### src/rtl/iob_pkg.sv
package iob_pkg;
    localparam int DW      = 8;
    localparam int AW      = 8;
    localparam int PAGE    = 128;

    localparam logic [AW-1:0] A_DIV    = 8'h04;
    localparam logic [AW-1:0] A_IFLAG  = 8'h0F;
    localparam logic [AW-1:0] A_AUDCTL = 8'h26;
    localparam logic [AW-1:0] A_DMA    = 8'h46;
    localparam logic [AW-1:0] A_IE     = 8'hFF;

    typedef enum logic [3:0] {
        CLS_NONE, CLS_PLAIN, CLS_SOUND, CLS_AUDCTL, CLS_IFLAG,
        CLS_DIV, CLS_DMA, CLS_IE, CLS_OUTSIDE
    } reg_class_e;

    function automatic reg_class_e classify(input logic [AW-1:0] a);
        reg_class_e c;
        c = CLS_NONE;
        if (a == A_IE)                          c = CLS_IE;
        else if (a >= 8'(PAGE))                 c = CLS_OUTSIDE;
        else if (a == A_DIV)                    c = CLS_DIV;
        else if (a == A_IFLAG)                  c = CLS_IFLAG;
        else if (a == A_AUDCTL)                 c = CLS_AUDCTL;
        else if (a == A_DMA)                    c = CLS_DMA;
        else if ((a >= 8'h10 && a <= 8'h25) && a != 8'h15 && a != 8'h1F)
                                                c = CLS_SOUND;
        else if (a >= 8'h30 && a <= 8'h3F)      c = CLS_PLAIN;
        else if (a == 8'h01 || a == 8'h02 || a == 8'h05 || a == 8'h06 ||
                 a == 8'h07 || a == 8'h40 || a == 8'h41 || a == 8'h42 ||
                 a == 8'h43 || a == 8'h45 || (a >= 8'h47 && a <= 8'h4B))
                                                c = CLS_PLAIN;
        return c;
    endfunction

    function automatic logic [DW-1:0] read_mask(input logic [AW-1:0] a);
        logic [DW-1:0] m;
        unique case (a)
            8'h02:                             m = 8'h7E;
            8'h07:                             m = 8'hF8;
            8'h0F:                             m = 8'hE0;
            8'h10, 8'h41:                      m = 8'h80;
            8'h11, 8'h16:                      m = 8'h3F;
            8'h13, 8'h18, 8'h1B, 8'h1D, 8'h20: m = 8'hFF;
            8'h14, 8'h19, 8'h1E, 8'h23:        m = 8'hBF;
            8'h1A:                             m = 8'h7F;
            8'h1C:                             m = 8'h9F;
            8'h26:                             m = 8'h70;
            default:                           m = 8'h00;
        endcase
        return m;
    endfunction

    function automatic logic [DW-1:0] reset_value(input logic [AW-1:0] a);
        logic [DW-1:0] v;
        unique case (a)
            8'h0F:                      v = 8'hE1;
            8'h10:                      v = 8'h80;
            8'h11, 8'h14, 8'h19, 8'h1E, 8'h23: v = 8'hBF;
            8'h12, 8'h13, 8'h25:        v = 8'hF3;
            8'h16:                      v = 8'h3F;
            8'h1A:                      v = 8'h7F;
            8'h1B, 8'h20, 8'h48, 8'h49: v = 8'hFF;
            8'h1C:                      v = 8'h9F;
            8'h24:                      v = 8'h77;
            8'h26:                      v = 8'hF1;
            8'h40:                      v = 8'h91;
            8'h47:                      v = 8'hFC;
            default:                    v = 8'h00;
        endcase
        return v;
    endfunction
endpackage

### src/rtl/iob_decode.sv
module iob_decode
    import iob_pkg::*;
(
    input  logic [AW-1:0] addr,
    output reg_class_e    cls,
    output logic [DW-1:0] mask
);
    always_comb begin
        cls  = classify(addr);
        mask = read_mask(addr);
    end
endmodule

### src/rtl/iob_store.sv
module iob_store
    import iob_pkg::*;
(
    input  logic          clk,
    input  logic          rst_n,
    input  logic [AW-1:0] addr,
    input  logic [DW-1:0] wdata,
    input  logic          we,
    input  reg_class_e    cls,
    output logic [DW-1:0] page_q,
    output logic [DW-1:0] ie_q,
    output logic          audio_en
);
    localparam int IW = $clog2(PAGE);

    logic [DW-1:0] mem [PAGE];
    logic [DW-1:0] store_val;
    logic          store_hit;
    logic [IW-1:0] idx;

    assign idx      = addr[IW-1:0];
    assign page_q   = mem[idx];
    assign audio_en = mem[A_AUDCTL[IW-1:0]][7];

    always_comb begin
        store_val = wdata;
        store_hit = we;
        unique case (cls)
            CLS_SOUND:   store_val = audio_en ? wdata : '0;
            CLS_AUDCTL:  store_val = {wdata[7], 3'b000, mem[A_AUDCTL[IW-1:0]][3:0]};
            CLS_IFLAG:   store_val = wdata | 8'hE0;
            CLS_DIV,
            CLS_IE,
            CLS_OUTSIDE: store_hit = 1'b0;
            default:     store_val = wdata;
        endcase
    end

    always_ff @(posedge clk or negedge rst_n) begin
        if (!rst_n) begin
            for (int i = 0; i < PAGE; i++) mem[i] <= reset_value(AW'(i));
            ie_q <= '0;
        end else begin
            if (store_hit) mem[idx] <= store_val;
            if (we && cls == CLS_IE) ie_q <= wdata;
        end
    end

    AST_AUDCTL_NIBBLE: assert property (@(posedge clk) disable iff (!rst_n)
        (we && cls == CLS_AUDCTL) |=> (mem[A_AUDCTL[IW-1:0]][3:0] == $past(mem[A_AUDCTL[IW-1:0]][3:0])));
    AST_IE_WRITE: assert property (@(posedge clk) disable iff (!rst_n)
        (we && cls == CLS_IE) |=> (ie_q == $past(wdata)));
endmodule

### src/rtl/iob_regbank.sv
module iob_regbank
    import iob_pkg::*;
(
    input  logic          clk,
    input  logic          rst_n,
    input  logic [7:0]    bus_addr,
    input  logic [7:0]    bus_wdata,
    input  logic          bus_we,
    output logic [7:0]    bus_rdata,
    output logic          audio_en,
    output logic          snd_we,
    output logic [7:0]    snd_addr,
    output logic [7:0]    snd_wdata,
    output logic          div_reset,
    output logic          dma_start,
    output logic [15:0]   dma_src,
    output logic          irq_update
);
    reg_class_e    cls;
    logic [DW-1:0] mask;
    logic [DW-1:0] page_q;
    logic [DW-1:0] ie_q;

    iob_decode u_dec (.addr(bus_addr), .cls(cls), .mask(mask));

    iob_store u_store (
        .clk(clk), .rst_n(rst_n), .addr(bus_addr), .wdata(bus_wdata),
        .we(bus_we), .cls(cls), .page_q(page_q), .ie_q(ie_q),
        .audio_en(audio_en)
    );

    always_comb begin
        unique case (cls)
            CLS_IE:                         bus_rdata = ie_q;
            CLS_NONE, CLS_OUTSIDE, CLS_DMA: bus_rdata = 8'hFF;
            default:                        bus_rdata = page_q | mask;
        endcase
    end

    always_ff @(posedge clk or negedge rst_n) begin
        if (!rst_n) begin
            snd_we     <= 1'b0;
            snd_addr   <= '0;
            snd_wdata  <= '0;
            div_reset  <= 1'b0;
            dma_start  <= 1'b0;
            dma_src    <= '0;
            irq_update <= 1'b0;
        end else begin
            snd_we     <= bus_we && cls == CLS_SOUND && audio_en;
            div_reset  <= bus_we && cls == CLS_DIV;
            dma_start  <= bus_we && cls == CLS_DMA;
            irq_update <= bus_we && (cls == CLS_IFLAG || cls == CLS_IE);
            if (bus_we && cls == CLS_SOUND) begin
                snd_addr  <= bus_addr;
                snd_wdata <= bus_wdata;
            end
            if (bus_we && cls == CLS_DMA) dma_src <= {bus_wdata, 8'h00};
        end
    end

    AST_SND_GATED: assert property (@(posedge clk) disable iff (!rst_n)
        snd_we |-> $past(audio_en));
    AST_DIV_SOURCE: assert property (@(posedge clk) disable iff (!rst_n)
        div_reset |-> $past(bus_we && bus_addr == A_DIV));
    AST_DMA_SOURCE: assert property (@(posedge clk) disable iff (!rst_n)
        dma_start |-> (dma_src == {$past(bus_wdata), 8'h00}));
    AST_IRQ_SOURCE: assert property (@(posedge clk) disable iff (!rst_n)
        irq_update |-> $past(bus_we && (bus_addr == A_IFLAG || bus_addr == A_IE)));
    AST_ONE_STROBE: assert property (@(posedge clk) disable iff (!rst_n)
        $onehot0({snd_we, div_reset, dma_start, irq_update}));
endmodule

### config.mk
export PLATFORM = sky130hd
export DESIGN_NAME = iob_regbank
export DESIGN_NICKNAME = d
export VERILOG_FILES = /design/src/rtl/iob_pkg.sv /design/src/rtl/iob_decode.sv /design/src/rtl/iob_store.sv /design/src/rtl/iob_regbank.sv
export SDC_FILE = /design/constraint.sdc
export NUM_CORES = 2
export LEC_CHECK = 0
export BUFFER_PORTS_ARGS = -buffer_cell sky130_fd_sc_hd__buf_4
export CAP_MARGIN = 20
export CORE_MARGIN = 1
export CORE_UTILIZATION = 44
export DETAILED_ROUTE_END_ITERATION = 8
export PLACE_DENSITY = 0.64
export SLEW_MARGIN = 0
export SYNTH_ARGS = -nofsm -noshare
export SYNTH_HDL_FRONTEND = slang
export SYNTH_HIERARCHICAL = 1
export SYNTH_SLANG_ARGS = --single-unit
### constraint.sdc
create_clock -name clk -period 4.3 [get_ports clk]
set_input_delay 1.075 -clock clk [delete_from_list [all_inputs] [get_ports clk]]
set_output_delay 1.075 -clock clk [all_outputs]
set_load 0.005 [all_outputs]
# After elaboration in Yosys (flattened, before gate mapping)
# Index checks and enable logic that the tools add are counted.
[totals]
output_inout_bits = 45
register_bits = 1060
in_bits = 19
wordCells = 235
[classes]
magnitude_cmp = 9
reduce_logical = 30
bitwise = 2
mux = 20
eq_ne = 38
[op_table]
columns = ["cell", "n"]
rows = [
  ["bitwise mux 1024 bit", 1],
  ["== test 8 x 5 -> 1 bit, second input constant", 12],
  ["one-hot mux 8 bit (10 select lines)", 1],
  ["binary-select mux 8 bit (select 7 bit)", 1],
  ["demux 8 bit (select 7 bit)", 1],
  ["== test 8 x 7 -> 1 bit, second input constant", 6],
  ["== test 8 x 3 -> 1 bit, second input constant", 4],
  ["2-to-1 mux 4 bit", 8],
  ["2-to-1 mux 8 bit", 4],
  ["== test 8 x 6 -> 1 bit, second input constant", 3],
  ["one-hot mux 8 bit (3 select lines)", 1],
  ["== test 4 x 3 -> 1 bit, second input constant", 4],
  ["greater-or-equal comparator 8 bit, second input constant", 2],
  ["less-or-equal comparator 8 x 6 -> 1 bit, second input constant", 2],
  ["!= test 8 x 5 -> 1 bit, second input constant", 2],
  ["one-hot mux 8 bit (2 select lines)", 1],
  ["logical AND 1 bit", 12],
  ["logical OR 1 bit", 11],
  ["== test 4 x 2 -> 1 bit, second input constant", 2],
  ["== test 8 x 1 -> 1 bit, second input constant", 1],
  ["== test 8 x 2 -> 1 bit, second input constant", 1],
  ["== test 8 x 4 -> 1 bit, second input constant", 1],
  ["== test 8 bit, second input constant", 1],
  ["greater-or-equal comparator 8 x 5 -> 1 bit, second input constant", 1],
  ["13 further kinds", 16],
]

# Longest topological paths before layout
[logic_depth]
ltp_word = 23
mapped_depth = 14

# Cells and area by module
# The synthesis kept the hierarchy.
[modules_own_cells]
columns = ["mod", "cells_per_inst", "area_per_inst_um2", "seq_area_each_um2", "instances"]
rows = [
  ["iob_store", 4763, 45235.9, 25986.2, 1],
  ["iob_regbank", 105, 1338.8, 700.7, 1],
  ["iob_decode", 102, 676.9, 0.0, 1],
]

# Worst setup path after synthesis
# No wires, ideal clock.
[synth_path]
kind = "input-to-output"
from = "input port bus_addr[1]"
to = "output port bus_rdata[1]"
stages = 9
path_slack_ns = 0.086
arrival_ns = 3.139
cell_sequence = "buf_6 > mux2_4 > a221o_1 > a222oi_1 > o32ai_1 > or4_1 > a211o_1 > o211ai_1 > nand3_1"
[synth_between]
word_cells_on_any_way = 78
cone_classes = "order compare: 7; eq/ne: 34; mux: 14; bitwise: 2; reduce/logical: 21"
[synth_lines]
columns = ["item", "line_no", "text"]
rows = [
  ["start: declaration", "iob_regbank.sv:6", "input logic [7:0] bus_addr,"],
  ["NOT 7 -> 8 bit (not written as such)", "iob_store.sv:22", "assign page_q = mem[idx];"],
  ["binary-select mux 8 bit (select 7 bit)", "iob_store.sv:22", ""],
  ["2-to-1 mux 8 bit (not written as such) (2 in a row)", "iob_store.sv:22", ""],
  ["net page_q[1]", "iob_regbank.sv:21", "logic [DW-1:0] page_q;"],
  ["bitwise OR 8 bit", "iob_regbank.sv:36", "default: bus_rdata = page_q | mask;"],
  ["one-hot mux 8 bit (2 select lines)", "iob_regbank.sv:33", "unique case (cls)"],
  ["end: declaration", "iob_regbank.sv:9", "output logic [7:0] bus_rdata,"],
]
# The timed path passes the listed nets, and every way through them passes these cells. The select of a mux whose other input is x is not followed.

# Worst setup path after layout
# Ends and elaborated chain as after synthesis.

==> results.sh <==
export IMPL_nFillCells=9011
export IMPL_crit_end="bus_rdata[1]"
export IMPL_port_buffers=55
export IMPL_skew_ps=26.0
export IMPL_drcViolationCount=0
export IMPL_viasPerCell=5.95
export IMPL_total_power_uw=24000
export IMPL_ys_top_cells_by_area="dfrtp_1, o21ai_0, nand2_1"
export IMPL_register_area_um2=26700
export IMPL_worstMarginPinSlew_ps=1120
export IMPL_slowest_stage="a222oi_1"
export IMPL_io_pin_count=64
export IMPL_slew_violations=0
export IMPL_powerDensity_nw_per_um2=402
export IMPL_worstPathArrival_ps=4390
export IMPL_cp_cell_sequence="buf_16, buf_12, mux2_4, a221o_1, a222oi_1, buf_4, o32ai_2, or4_1, a211o_1, o211ai_1, nand3_1, buf_4"
export IMPL_die_area_um2=109000
export IMPL_rows=119
export IMPL_path_clk_slew_ps=60
export IMPL_required_ps=3220
export IMPL_antenna_found_initial=1
export IMPL_failed_checks="setup timing"
export IMPL_synth_seq_cells=1060
export IMPL_synth_edff_count=0
export IMPL_fin_crit_sh=1.27
export IMPL_maxCapViolCount=0
export IMPL_grt_overflow=0
export IMPL_crit_start="bus_addr[1]"
export IMPL_grt_max_degree=100
export IMPL_initial_utilization=0.446
export IMPL_use_met2=0.471
export IMPL_avgSynthCellArea_um2=9.51
export IMPL_gp_congestion=0.976
export IMPL_rr_worst_depth=7
export IMPL_fin_ws_ps=-1160
export IMPL_fin_area_um2=59700
export IMPL_ant_nets=0
export IMPL_fp_dieH_um=330
export IMPL_post_drt_wl_per_cell_um=24.1
export IMPL_crit_top_cell="buf_4"
export IMPL_crit_type="in2out"
export IMPL_critical_path_peak_fanout=5
export IMPL_synthArstFlopShare=1.00
export IMPL_maxSlewHeadroom=0.253
export IMPL_first_pass_iters=6
export IMPL_syn_area_um2=47300
export IMPL_setup_viol=8
export IMPL_dieWidth_um=330
export IMPL_place_ws_ps=-1220
export IMPL_yosys_warnings=6
export IMPL_multiInputGateArea_um2=19300
export IMPL_leakage_uw=0.0262
export IMPL_ys_flop_type="dfrtp_1"
export IMPL_synth_top_cells_by_count="nand2_1, o21ai_0, dfrtp_1"
export IMPL_grt_busiest_layer="met2"
export IMPL_grt_pass1_wl_mm=253
export IMPL_crit_path_start_kind="input port"
export IMPL_synth_most_common_cell="nand2_1"
export IMPL_postSynthCellCount=4970
export IMPL_layout_cells_non_filler=6908
export IMPL_grt_pass1_vias=39800
export IMPL_slowest_delay_ps=840
export IMPL_final_hold_viol_count=0
export IMPL_grt_util_met3=0.0559
export IMPL_core_area_um2=106000
export IMPL_synth_top_area_frac=0.493
export IMPL_final_min_clock_period_ps=5460
export IMPL_place_inst=6671
export IMPL_layout_drive_gt1_share=0.236
export IMPL_vias=41100
export IMPL_drtIter0Drc=4551
export IMPL_hpwl_mm=116
export IMPL_hp_class="in2async"
export IMPL_vdd_drop_max_v=0.000326
export IMPL_clk_latency_ps=710
export IMPL_synth_cell_types=87
export IMPL_outcome="finished, violations left"
export IMPL_yosysTopAreaCell="dfrtp_1"
export IMPL_grtUsageMet1=0.428
export IMPL_cts_buffers=111
export IMPL_ctsRootBufferMaster="clkbuf_16"
export IMPL_r2r_end="u_store/mem[452]"
export IMPL_cts_sinks=1060
export IMPL_syn_to_final_growth_pct=26.4
export IMPL_grt_use_total=0.308
export IMPL_worstReg2RegStart="u_store/audio_en"
export IMPL_cts_tree="built"
export IMPL_fin_util=0.564
export IMPL_reg2reg_slack_ps=2180
export IMPL_placedInstanceArea_um2=54800
export IMPL_rsz0062_at_grt="yes"
export IMPL_htree_levels=3
export IMPL_clockBufferDepth=3
export IMPL_finalNetCount=5438
export IMPL_max_freq_mhz=183
export IMPL_end_kind="output pin"
export IMPL_ys_seq_area_frac=0.565
export IMPL_finalWirelength_mm=167
-- flip-flops by register name, indices dropped and copies added, names as in the netlist, 8 cells and up --
signal	flops
u_store/mem	1023
u_store/ie_q	8
snd_wdata	8
dma_src	8
snd_addr	8
-- worst min-delay path by stage --
stage | startpoint | to | slack [ps]
after floorplan | u_store/mem[368] | u_store/mem[368] | 440
after global placement | u_store/mem[368] | u_store/mem[368] | 460
after detailed placement | u_store/mem[368] | u_store/mem[368] | 460
after CTS | rst_n | u_store/mem[489] | 410
after global routing | rst_n | u_store/mem[489] | 450
final | rst_n | u_store/mem[489] | 410
-- cell families after synthesis --
logic type      synth area share
compound gates             0.218
other cells            0.0000794
buf+inv                   0.0435
flops                      0.565
mux                       0.0399
xor+xnor                0.000927
simple gates               0.132
-- through the flow --
stage               TNS [ps]  hold slack [ps]
floorplan                  0              442
global placement      -14330              457
detailed placement    -19760              462
CTS                    -5810              412
global route           -7540              445
finish                 -6950              406
-- final cells by class --
| cell class | count | area share |
|---|---|---|
| Inverter | 10 | 0.000670 |
| Sequential cell | 1060 | 0.447 |
| Antenna cell | 1 | 0.0000419 |
| Multi-Input combinational cell | 3454 | 0.323 |
| Tap cell | 1391 | 0.0291 |
| Clock inverter | 45 | 0.0110 |
| Timing Repair Buffer | 782 | 0.135 |
| Clock buffer | 165 | 0.0553 |
-- per-layer routing --
metal | share of wire | vias to the layer above
li1 | - | 18500
met1 | 0.42 | 20300
met2 | 0.45 | 1887
met3 | 0.089 | 410
met4 | 0.044 | 2
met5 | 0.00011 | -
-- what timing repair did --
| item | CTS | global route |
|---|---|---|
| hold buffers | 0 | 0 |
| gates resized for setup | 105 | 76 |
| endpoints found under the hold margin | 0 | 0 |
| pin swaps | 36 | 40 |
| buffers inserted | 15 | 14 |
| cloned | 1 | 0 |
| setup endpoints to repair | 8 | 8 |
-- power by group --
group          leakage (uW)  internal, uW  total (uW)  switching (uW)
logic                0.0100          1070        2700            1640
registers            0.0142         10600       10900             326
clock network       0.00197          6260       10400            4140
total                0.0262         17900       24000            6100
-- placed cells by master, fill, tap and decap left out, types with 8 or more instances in the layout --
master     netlist  final
a22oi_2          0     13
nor2b_1         19     13
a22oi_1        100     87
clkbuf_1       312     25
a31oi_1         15     14
a221o_1         10     10
o211ai_1        12     12
o21ai_0       1103   1081
a22o_1          16     15
mux2i_1         71     66
inv_1            8      8
clkinv_2         0     24
mux2_4          10     12
buf_4           31    596
a221oi_1       188    167
dfstp_2        129    129
nor2_1          98     90
buf_8            3     12
buf_12           0    158
conb_1           1      8
dfrtp_1        931    931
o21ai_2          1      9
clkbuf_16        0    114
o2bb2ai_1        8      8
mux4_2          23     23
nand2_1       1301   1297
o22ai_1         41     39
bufinv_16        0     16
nor3_1          21     20
a221oi_2         0     21
a222oi_1        19     19
o21ai_1          6     20
mux2_2          44     43
a21oi_1        136    129
buf_6            8     14
nand4_1          9      9
nand2b_1        10      8
nand3_1         27     27
clkbuf_8         0     26
-- worst max-delay path: cells and delay by family --
family / cells / cell delay, ps
AO/OA/AOI/OAI: 5 / 1750
buffers and inverters: 4 / 650
AND/OR/NAND/NOR: 2 / 610
multiplexers: 1 / 290
Note: power is estimated with default switching activity, not from simulation.
